**src/rtl/phy_cfg_pkg.sv**
```systemverilog
package phy_cfg_pkg;

    localparam int REG_IDX_W  = 6;
    localparam int ADDR_W     = REG_IDX_W + 2;
    localparam int DATA_W     = 8;
    localparam int PLL_BYTES  = 7;
    localparam int LD_BYTES   = 3;
    localparam int COMMON_CNT = 37;
    localparam int NUM_WRITES = 1 + COMMON_CNT + PLL_BYTES + 1 + LD_BYTES + 1;
    localparam int STEP_W     = $clog2(NUM_WRITES);

    localparam logic [REG_IDX_W-1:0] IDX_MODE   = 6'd33;
    localparam logic [REG_IDX_W-1:0] IDX_STATUS = 6'd34;
    localparam logic [REG_IDX_W-1:0] IDX_CLKSEL = 6'd21;
    localparam logic [REG_IDX_W-1:0] IDX_PLL0   = 6'd1;
    localparam logic [REG_IDX_W-1:0] IDX_LD0    = 6'd12;

    localparam int HOLD_BIT    = 1;
    localparam int RELEASE_BIT = 7;
    localparam int LOCK_BIT    = 6;
    localparam int INV_BIT     = 7;
    localparam int S_SRC_BYTE  = 2;

    localparam logic [DATA_W-1:0] MODE_HOLD    = DATA_W'(1 << HOLD_BIT);
    localparam logic [DATA_W-1:0] MODE_RELEASE = DATA_W'((1 << HOLD_BIT) | (1 << RELEASE_BIT));

    typedef enum logic [2:0] {
        ST_IDLE,
        ST_WRITE,
        ST_READ,
        ST_RDATA,
        ST_WAIT,
        ST_FIN
    } seq_state_e;

    // Position k of the constant table maps to a register index: 0, 8..11, 15..20, 22..47.
    function automatic logic [REG_IDX_W-1:0] common_index(input logic [REG_IDX_W-1:0] k);
        if (k == '0)
            return '0;
        else if (k <= 6'd4)
            return k + 6'd7;
        else if (k <= 6'd10)
            return k + 6'd10;
        else
            return k + 6'd11;
    endfunction

    function automatic logic [DATA_W-1:0] common_value(input logic [REG_IDX_W-1:0] idx);
        logic [DATA_W-1:0] v;
        case (idx)
            6'd8:    v = 8'h4F;
            6'd9:    v = 8'h30;
            6'd10:   v = 8'h33;
            6'd11:   v = 8'h65;
            6'd15:   v = 8'h80;
            6'd16:   v = 8'h6C;
            6'd17:   v = 8'hF2;
            6'd18:   v = 8'h67;
            6'd20:   v = 8'h10;
            6'd22:   v = 8'h30;
            6'd23:   v = 8'h32;
            6'd24:   v = 8'h60;
            6'd25:   v = 8'h8F;
            6'd28:   v = 8'h08;
            6'd33:   v = 8'h80;
            6'd41:   v = 8'hE0;
            6'd42:   v = 8'h83;
            6'd43:   v = 8'h0F;
            6'd44:   v = 8'h3E;
            6'd45:   v = 8'hF8;
            default: v = 8'h00;
        endcase
        return v;
    endfunction

endpackage

```
**src/rtl/phy_cfg_step_rom.sv**
```systemverilog
module phy_cfg_step_rom
    import phy_cfg_pkg::*;
(
    input  logic [STEP_W-1:0]           step_i,
    input  logic [PLL_BYTES*DATA_W-1:0] pll_i,
    input  logic [LD_BYTES*DATA_W-1:0]  ld_i,
    output logic [REG_IDX_W-1:0]        idx_o,
    output logic [DATA_W-1:0]           data_o
);

    localparam logic [STEP_W-1:0] S_COMMON0 = STEP_W'(1);
    localparam logic [STEP_W-1:0] S_PLL0    = STEP_W'(1 + COMMON_CNT);
    localparam logic [STEP_W-1:0] S_CLKSEL  = STEP_W'(1 + COMMON_CNT + PLL_BYTES);
    localparam logic [STEP_W-1:0] S_LD0     = STEP_W'(2 + COMMON_CNT + PLL_BYTES);
    localparam logic [STEP_W-1:0] S_RELEASE = STEP_W'(NUM_WRITES - 1);

    logic [DATA_W-1:0] pll_b [PLL_BYTES];
    logic [DATA_W-1:0] ld_b  [LD_BYTES];

    for (genvar g = 0; g < PLL_BYTES; g++) begin : g_pll
        assign pll_b[g] = pll_i[DATA_W*g +: DATA_W];
    end
    for (genvar g = 0; g < LD_BYTES; g++) begin : g_ld
        assign ld_b[g] = ld_i[DATA_W*g +: DATA_W];
    end

    logic [REG_IDX_W-1:0] tbl_pos;
    logic [2:0]           pll_sel;
    logic [1:0]           ld_sel;

    always_comb begin
        tbl_pos = REG_IDX_W'(step_i - S_COMMON0);
        pll_sel = 3'(step_i - S_PLL0);
        ld_sel  = 2'(step_i - S_LD0);
        idx_o   = IDX_MODE;
        data_o  = MODE_HOLD;
        if (step_i == '0) begin
            idx_o  = IDX_MODE;
            data_o = MODE_HOLD;
        end else if (step_i < S_PLL0) begin
            idx_o  = common_index(tbl_pos);
            data_o = common_value(common_index(tbl_pos));
        end else if (step_i < S_CLKSEL) begin
            idx_o  = IDX_PLL0 + {3'b000, pll_sel};
            data_o = pll_b[pll_sel];
        end else if (step_i == S_CLKSEL) begin
            idx_o  = IDX_CLKSEL;
            data_o = '0;
            data_o[INV_BIT] = 1'b1;
            data_o[3:0]     = pll_b[S_SRC_BYTE][7:4];
        end else if (step_i < S_RELEASE) begin
            idx_o  = IDX_LD0 + {4'b0000, ld_sel};
            data_o = ld_b[ld_sel];
        end else begin
            idx_o  = IDX_MODE;
            data_o = MODE_RELEASE;
        end
    end

endmodule

```
**src/rtl/phy_cfg_interval_timer.sv**
```systemverilog
module phy_cfg_interval_timer #(
    parameter int CYCLES = 5000
) (
    input  logic clk_i,
    input  logic rst_ni,
    input  logic run_i,
    output logic expire_o
);

    localparam int CNT_W = (CYCLES < 2) ? 1 : $clog2(CYCLES);
    localparam logic [CNT_W-1:0] LAST = CNT_W'(CYCLES - 1);

    logic [CNT_W-1:0] cnt_d, cnt_q;

    always_comb begin
        expire_o = run_i && (cnt_q == LAST);
        if (!run_i || expire_o)
            cnt_d = '0;
        else
            cnt_d = cnt_q + 1'b1;
    end

    always_ff @(posedge clk_i or negedge rst_ni) begin
        if (!rst_ni)
            cnt_q <= '0;
        else
            cnt_q <= cnt_d;
    end

endmodule

```
**src/rtl/phy_cfg_seq.sv**
```systemverilog
module phy_cfg_seq
    import phy_cfg_pkg::*;
#(
    parameter int CLK_MHZ    = 100,
    parameter int POLL_US    = 50,
    parameter int TIMEOUT_US = 20000
) (
    input  logic        clk_i,
    input  logic        rst_ni,
    input  logic        start_i,
    input  logic [55:0] pll_div_i,
    input  logic [23:0] lock_det_i,
    output logic [7:0]  bus_addr_o,
    output logic [7:0]  bus_wdata_o,
    output logic        bus_wvalid_o,
    input  logic        bus_wready_i,
    output logic        bus_rreq_o,
    input  logic [7:0]  bus_rdata_i,
    output logic        done_o,
    output logic        lock_ok_o,
    output logic        timeout_o
);

    localparam int POLL_CYC  = CLK_MHZ * POLL_US;
    localparam int MAX_POLLS = (TIMEOUT_US / POLL_US < 1) ? 1 : TIMEOUT_US / POLL_US;
    localparam int POLL_W    = $clog2(MAX_POLLS + 1);
    localparam logic [POLL_W-1:0] LAST_POLL = POLL_W'(MAX_POLLS - 1);
    localparam logic [STEP_W-1:0] LAST_STEP = STEP_W'(NUM_WRITES - 1);
    localparam logic [ADDR_W-1:0] STATUS_ADDR = {IDX_STATUS, 2'b00};

    typedef struct packed {
        seq_state_e                  state;
        logic [STEP_W-1:0]           step;
        logic [POLL_W-1:0]           polls;
        logic [PLL_BYTES*DATA_W-1:0] pll;
        logic [LD_BYTES*DATA_W-1:0]  ld;
        logic                        lock;
        logic                        tout;
    } seq_regs_t;

    seq_regs_t d, q;

    logic [REG_IDX_W-1:0] rom_idx;
    logic [DATA_W-1:0]    rom_data;
    logic                 tick;
    logic                 rdata_unused;

    assign rdata_unused = ^{bus_rdata_i[7], bus_rdata_i[5:0]};

    phy_cfg_step_rom u_rom (
        .step_i (q.step),
        .pll_i  (q.pll),
        .ld_i   (q.ld),
        .idx_o  (rom_idx),
        .data_o (rom_data)
    );

    phy_cfg_interval_timer #(
        .CYCLES (POLL_CYC)
    ) u_timer (
        .clk_i    (clk_i),
        .rst_ni   (rst_ni),
        .run_i    (q.state == ST_WAIT),
        .expire_o (tick)
    );

    always_comb begin
        d = q;
        unique case (q.state)
            ST_IDLE: begin
                if (start_i) begin
                    d.state = ST_WRITE;
                    d.step  = '0;
                    d.polls = '0;
                    d.pll   = pll_div_i;
                    d.ld    = lock_det_i;
                    d.lock  = 1'b0;
                    d.tout  = 1'b0;
                end
            end
            ST_WRITE: begin
                if (bus_wready_i) begin
                    if (q.step == LAST_STEP)
                        d.state = ST_READ;
                    else
                        d.step = q.step + 1'b1;
                end
            end
            ST_READ: begin
                d.state = ST_RDATA;
            end
            ST_RDATA: begin
                if (bus_rdata_i[LOCK_BIT]) begin
                    d.lock  = 1'b1;
                    d.state = ST_FIN;
                end else if (q.polls == LAST_POLL) begin
                    d.tout  = 1'b1;
                    d.state = ST_FIN;
                end else begin
                    d.polls = q.polls + 1'b1;
                    d.state = ST_WAIT;
                end
            end
            ST_WAIT: begin
                if (tick)
                    d.state = ST_READ;
            end
            ST_FIN: begin
                d.state = ST_IDLE;
            end
            default: begin
                d.state = ST_IDLE;
            end
        endcase
    end

    always_ff @(posedge clk_i or negedge rst_ni) begin
        if (!rst_ni) begin
            q.state <= ST_IDLE;
            q.step  <= '0;
            q.polls <= '0;
            q.pll   <= '0;
            q.ld    <= '0;
            q.lock  <= 1'b0;
            q.tout  <= 1'b0;
        end else begin
            q <= d;
        end
    end

    assign bus_wvalid_o = (q.state == ST_WRITE);
    assign bus_rreq_o   = (q.state == ST_READ);
    assign bus_addr_o   = (q.state == ST_READ) ? STATUS_ADDR : {rom_idx, 2'b00};
    assign bus_wdata_o  = rom_data;
    assign done_o       = (q.state == ST_FIN);
    assign lock_ok_o    = q.lock;
    assign timeout_o    = q.tout;

endmodule

```
**config.mk**
```make
export PLATFORM = sky130hd
export DESIGN_NAME = phy_cfg_seq
export DESIGN_NICKNAME = d
export VERILOG_FILES = /design/src/rtl/phy_cfg_pkg.sv /design/src/rtl/phy_cfg_step_rom.sv /design/src/rtl/phy_cfg_interval_timer.sv /design/src/rtl/phy_cfg_seq.sv
export SDC_FILE = /design/constraint.sdc
export NUM_CORES = 1
export LEC_CHECK = 0
export BUFFER_PORTS_ARGS = -buffer_cell sky130_fd_sc_hd__buf_2
export CORE_ASPECT_RATIO = 1.2
export CORE_UTILIZATION = 57
export DETAILED_ROUTE_END_ITERATION = 8
export PLACE_DENSITY = 0.81
export SYNTH_ARGS = -nofsm -noshare
export SYNTH_HDL_FRONTEND = slang
export SYNTH_SLANG_ARGS = --single-unit
export TNS_END_PERCENT = 30
```
**constraint.sdc**
```tcl
create_clock -name clk_i -period 5 [get_ports clk_i]
set_input_delay 1 -clock clk_i [delete_from_list [all_inputs] [get_ports clk_i]]
set_output_delay 1 -clock clk_i [all_outputs]
set_load 0.02 [all_outputs]
```
==> flow_metrics.tcl <==
set metrics [dict create \
    drc_errors 0 \
    antenna_found_initial 0 \
    final_common_cell "dfrtp_1" \
    clk_pin_slew_worst_paths_ns 0.05 \
    fin_tns_setup_ns 0 \
    syn_inst 656 \
    cts_buffers 17 \
    initialDrtViolationCount 439 \
    ys_top_cells_by_area "dfrtp_1, mux2_2, nor2_1" \
    synthSimpleGateAreaFrac 0.1344 \
    place_inst 892 \
    rows 43 \
    cts.sinks 113 \
    period_minus_slack_ns 4.806 \
    whs_ns 0.4798 \
    maxCapViolations 0 \
    drv_slew 0 \
    grt_pass1_wl_um 28620 \
    ios 113 \
    ys.flop_type "dfrtp_1" \
    cts-root-buf "clkbuf_16" \
    crit_arrival_ns 3.81 \
    yosys_register_bits 113 \
    cts_tree "built" \
    worstPathRequired_ns 4.00 \
    synthAdderAreaFrac 0.03636 \
    gp_congestion 0.8975 \
    hold_violations 0 \
    synth_top_area_cell "dfrtp_1" \
    grt_max_degree 89 \
    vias 5703 \
    hpwl_um 12250 \
    yosys.area_share.xor_xnor 0.04673 \
    endpoint_kind "primary output" \
    dieArea_mm2 0.01252 \
    slowest_delay_ns 0.39 \
    htree_levels 4 \
    tightest_slew_ns 1.152 \
    first_global_vias 5771 \
    overflow 0 \
    die_x_um 102.3 \
    finalNetCount 872 \
    seq_area_frac_synth 0.4109 \
    fillCellCount 839 \
    viasPerCell 6.132 \
    antenna_cells 0 \
    numPortBuffers 103 \
    core-area_mm2 0.01167 \
    rsz0062_at_grt "no" \
    synth_edf_count 0 \
    grt_use_total 0.2999 \
    critPathLaunchType "flop" \
    setup-violations-final 0 \
    detail-route-antenna-nets 0 \
    die_y_um 122.4 \
    holdCritPathClass "flop to flop" \
    timing.final.crit_share 0.9613 \
    finalClockSkew_ns 0.01150 \
    firstDrtPassIters 5 \
    yosysWarnings 0 \
    synth_top_family_by_area "multiplexers" \
    synth_area_mm2 0.006882 \
    cpMaxStageDelayCell "dfrtp_1" \
    relSlewSlack 0.2300 \
    wl_per_cell_um 19.19 \
    layout_common_cells "dfrtp_1, buf_2, mux2_2, nor2_1, nand2_1" \
    drive_above_1_share 0.3842 \
    area_growth_pct 19.85 \
    critPathKind "flop to primary output" \
    routed_wl_um 17850 \
    synth_top_area_share 0.4109 \
    fmax_mhz 208.1 \
    yosysUniqueCellTypes 80 \
    cp_cell_sequence "inv_2 > buf_4 > ha_2 > nor4b_4 > xnor2_2 > and2_4 > o211ai_2 > xnor2_2 > nand2_2 > inv_2 > ha_2 > nand2_1 > o2bb2ai_1 > o21ai_1 > a211oi_1 > buf_2" \
    instances_no_fill 930 \
    clock_latency_ns 0.41 \
    clockBufferDepth 2 \
    status "finished clean" \
    synth_mux_area_frac 0.1958 \
    start_util 0.5894 \
    synthArstFlopShare 1.000 \
    synth_compound_area_frac 0.1375 \
    path_max_fanout 14 \
    syn_avg_cell_area_um2 10.49 \
]
## metrics by stage
step                instance area [um^2]  utilization  worst slack (ns)
finish                              8248       0.7065            0.1935
global route                        8248       0.7065          0.001518
CTS                                 8149       0.6980           0.01460
detailed placement                  7522       0.6443            0.2894
global placement                    7522       0.6443            0.3859
floorplan                           6885            -           0.09926
## critical path: cells and delay by family (launching register included)
| family | cells | cell delay [ns] |
|---|---|---|
| AND/OR/NAND/NOR | 4 | 0.74 |
| AO/OA/AOI/OAI | 4 | 0.69 |
| buffers and inverters | 4 | 0.59 |
| XOR/XNOR | 2 | 0.51 |
| adder cells (fa/ha/maj) | 2 | 0.47 |
| flip-flops | 1 | 0.39 |
## sequential cells by signal, summed over array words and instances, names as in the netlist
signal         flops
q                 98
u_timer.cnt_q     13
lock_ok_o          1
timeout_o          1
## per-layer routing
layer	track usage	up-vias	part of all wire
li1	-	2576	-
met1	0.3651	2856	0.39
met2	0.5088	233	0.52
met3	0.07062	38	0.063
met4	0.1232	0	0.024
met5	0	-	0
## worst paths after layout
check                            startpoint               end  slack, ns  depth (start not counted)
max in group asynchronous            rst_ni             q[63]       3.24                          2
min in group asynchronous            rst_ni  u_timer.cnt_q[8]       0.79                          1
min                        u_timer.cnt_q[0]  u_timer.cnt_q[0]       0.48                          1
max reg2reg                           q[99]             q[96]       2.47                          6
max                                   q[92]    bus_wdata_o[4]       0.19                         16
min reg2reg                u_timer.cnt_q[0]  u_timer.cnt_q[0]       0.48                          1
## Yosys cell counts (all sizes together), types with 14 or more instances
cell / number
a21oi: 33
buf: 14
clkbuf: 24
dfrtp: 113
ha: 20
inv: 17
mux2: 90
mux2i: 15
nand2: 51
nand3: 21
nor2: 69
o21ai: 34
xnor2: 17
xor2: 15
## area by class of cell
type	count	area (um^2)	area share
inverter	17	66.31	0.008040
clock buffer	21	470.5	0.05704
sequential	113	2828	0.3428
timing repair buffer	122	676.9	0.08207
tap	157	196.4	0.02382
clock inverter	11	128.9	0.01563
multi-input combinational	489	3881	0.4706
## cell families (layout without fill, tap and decap cells)
| family | Yosys count | count (layout) |
|---|---|---|
| buffers and inverters | 55 | 171 |
| AO/OA/AOI/OAI | 128 | 128 |
| other | 1 | 2 |
| XOR/XNOR | 32 | 32 |
| AND/OR/NAND/NOR | 194 | 194 |
| multiplexers | 113 | 113 |
| adder cells (fa/ha/maj) | 20 | 20 |
| flip-flops | 113 | 113 |
## repair_timing
item / in CTS / in global routing
pin swaps: 1 / 2
hold buffers: 0 / 0
buffers inserted: 2 / 4
gates resized for setup: 3 / 15
setup endpoints to repair: 6 / 8
Power is left out: the tool's default activity adds up to more than one toggle a clock period on the data nets, which glitch-free logic cannot reach.
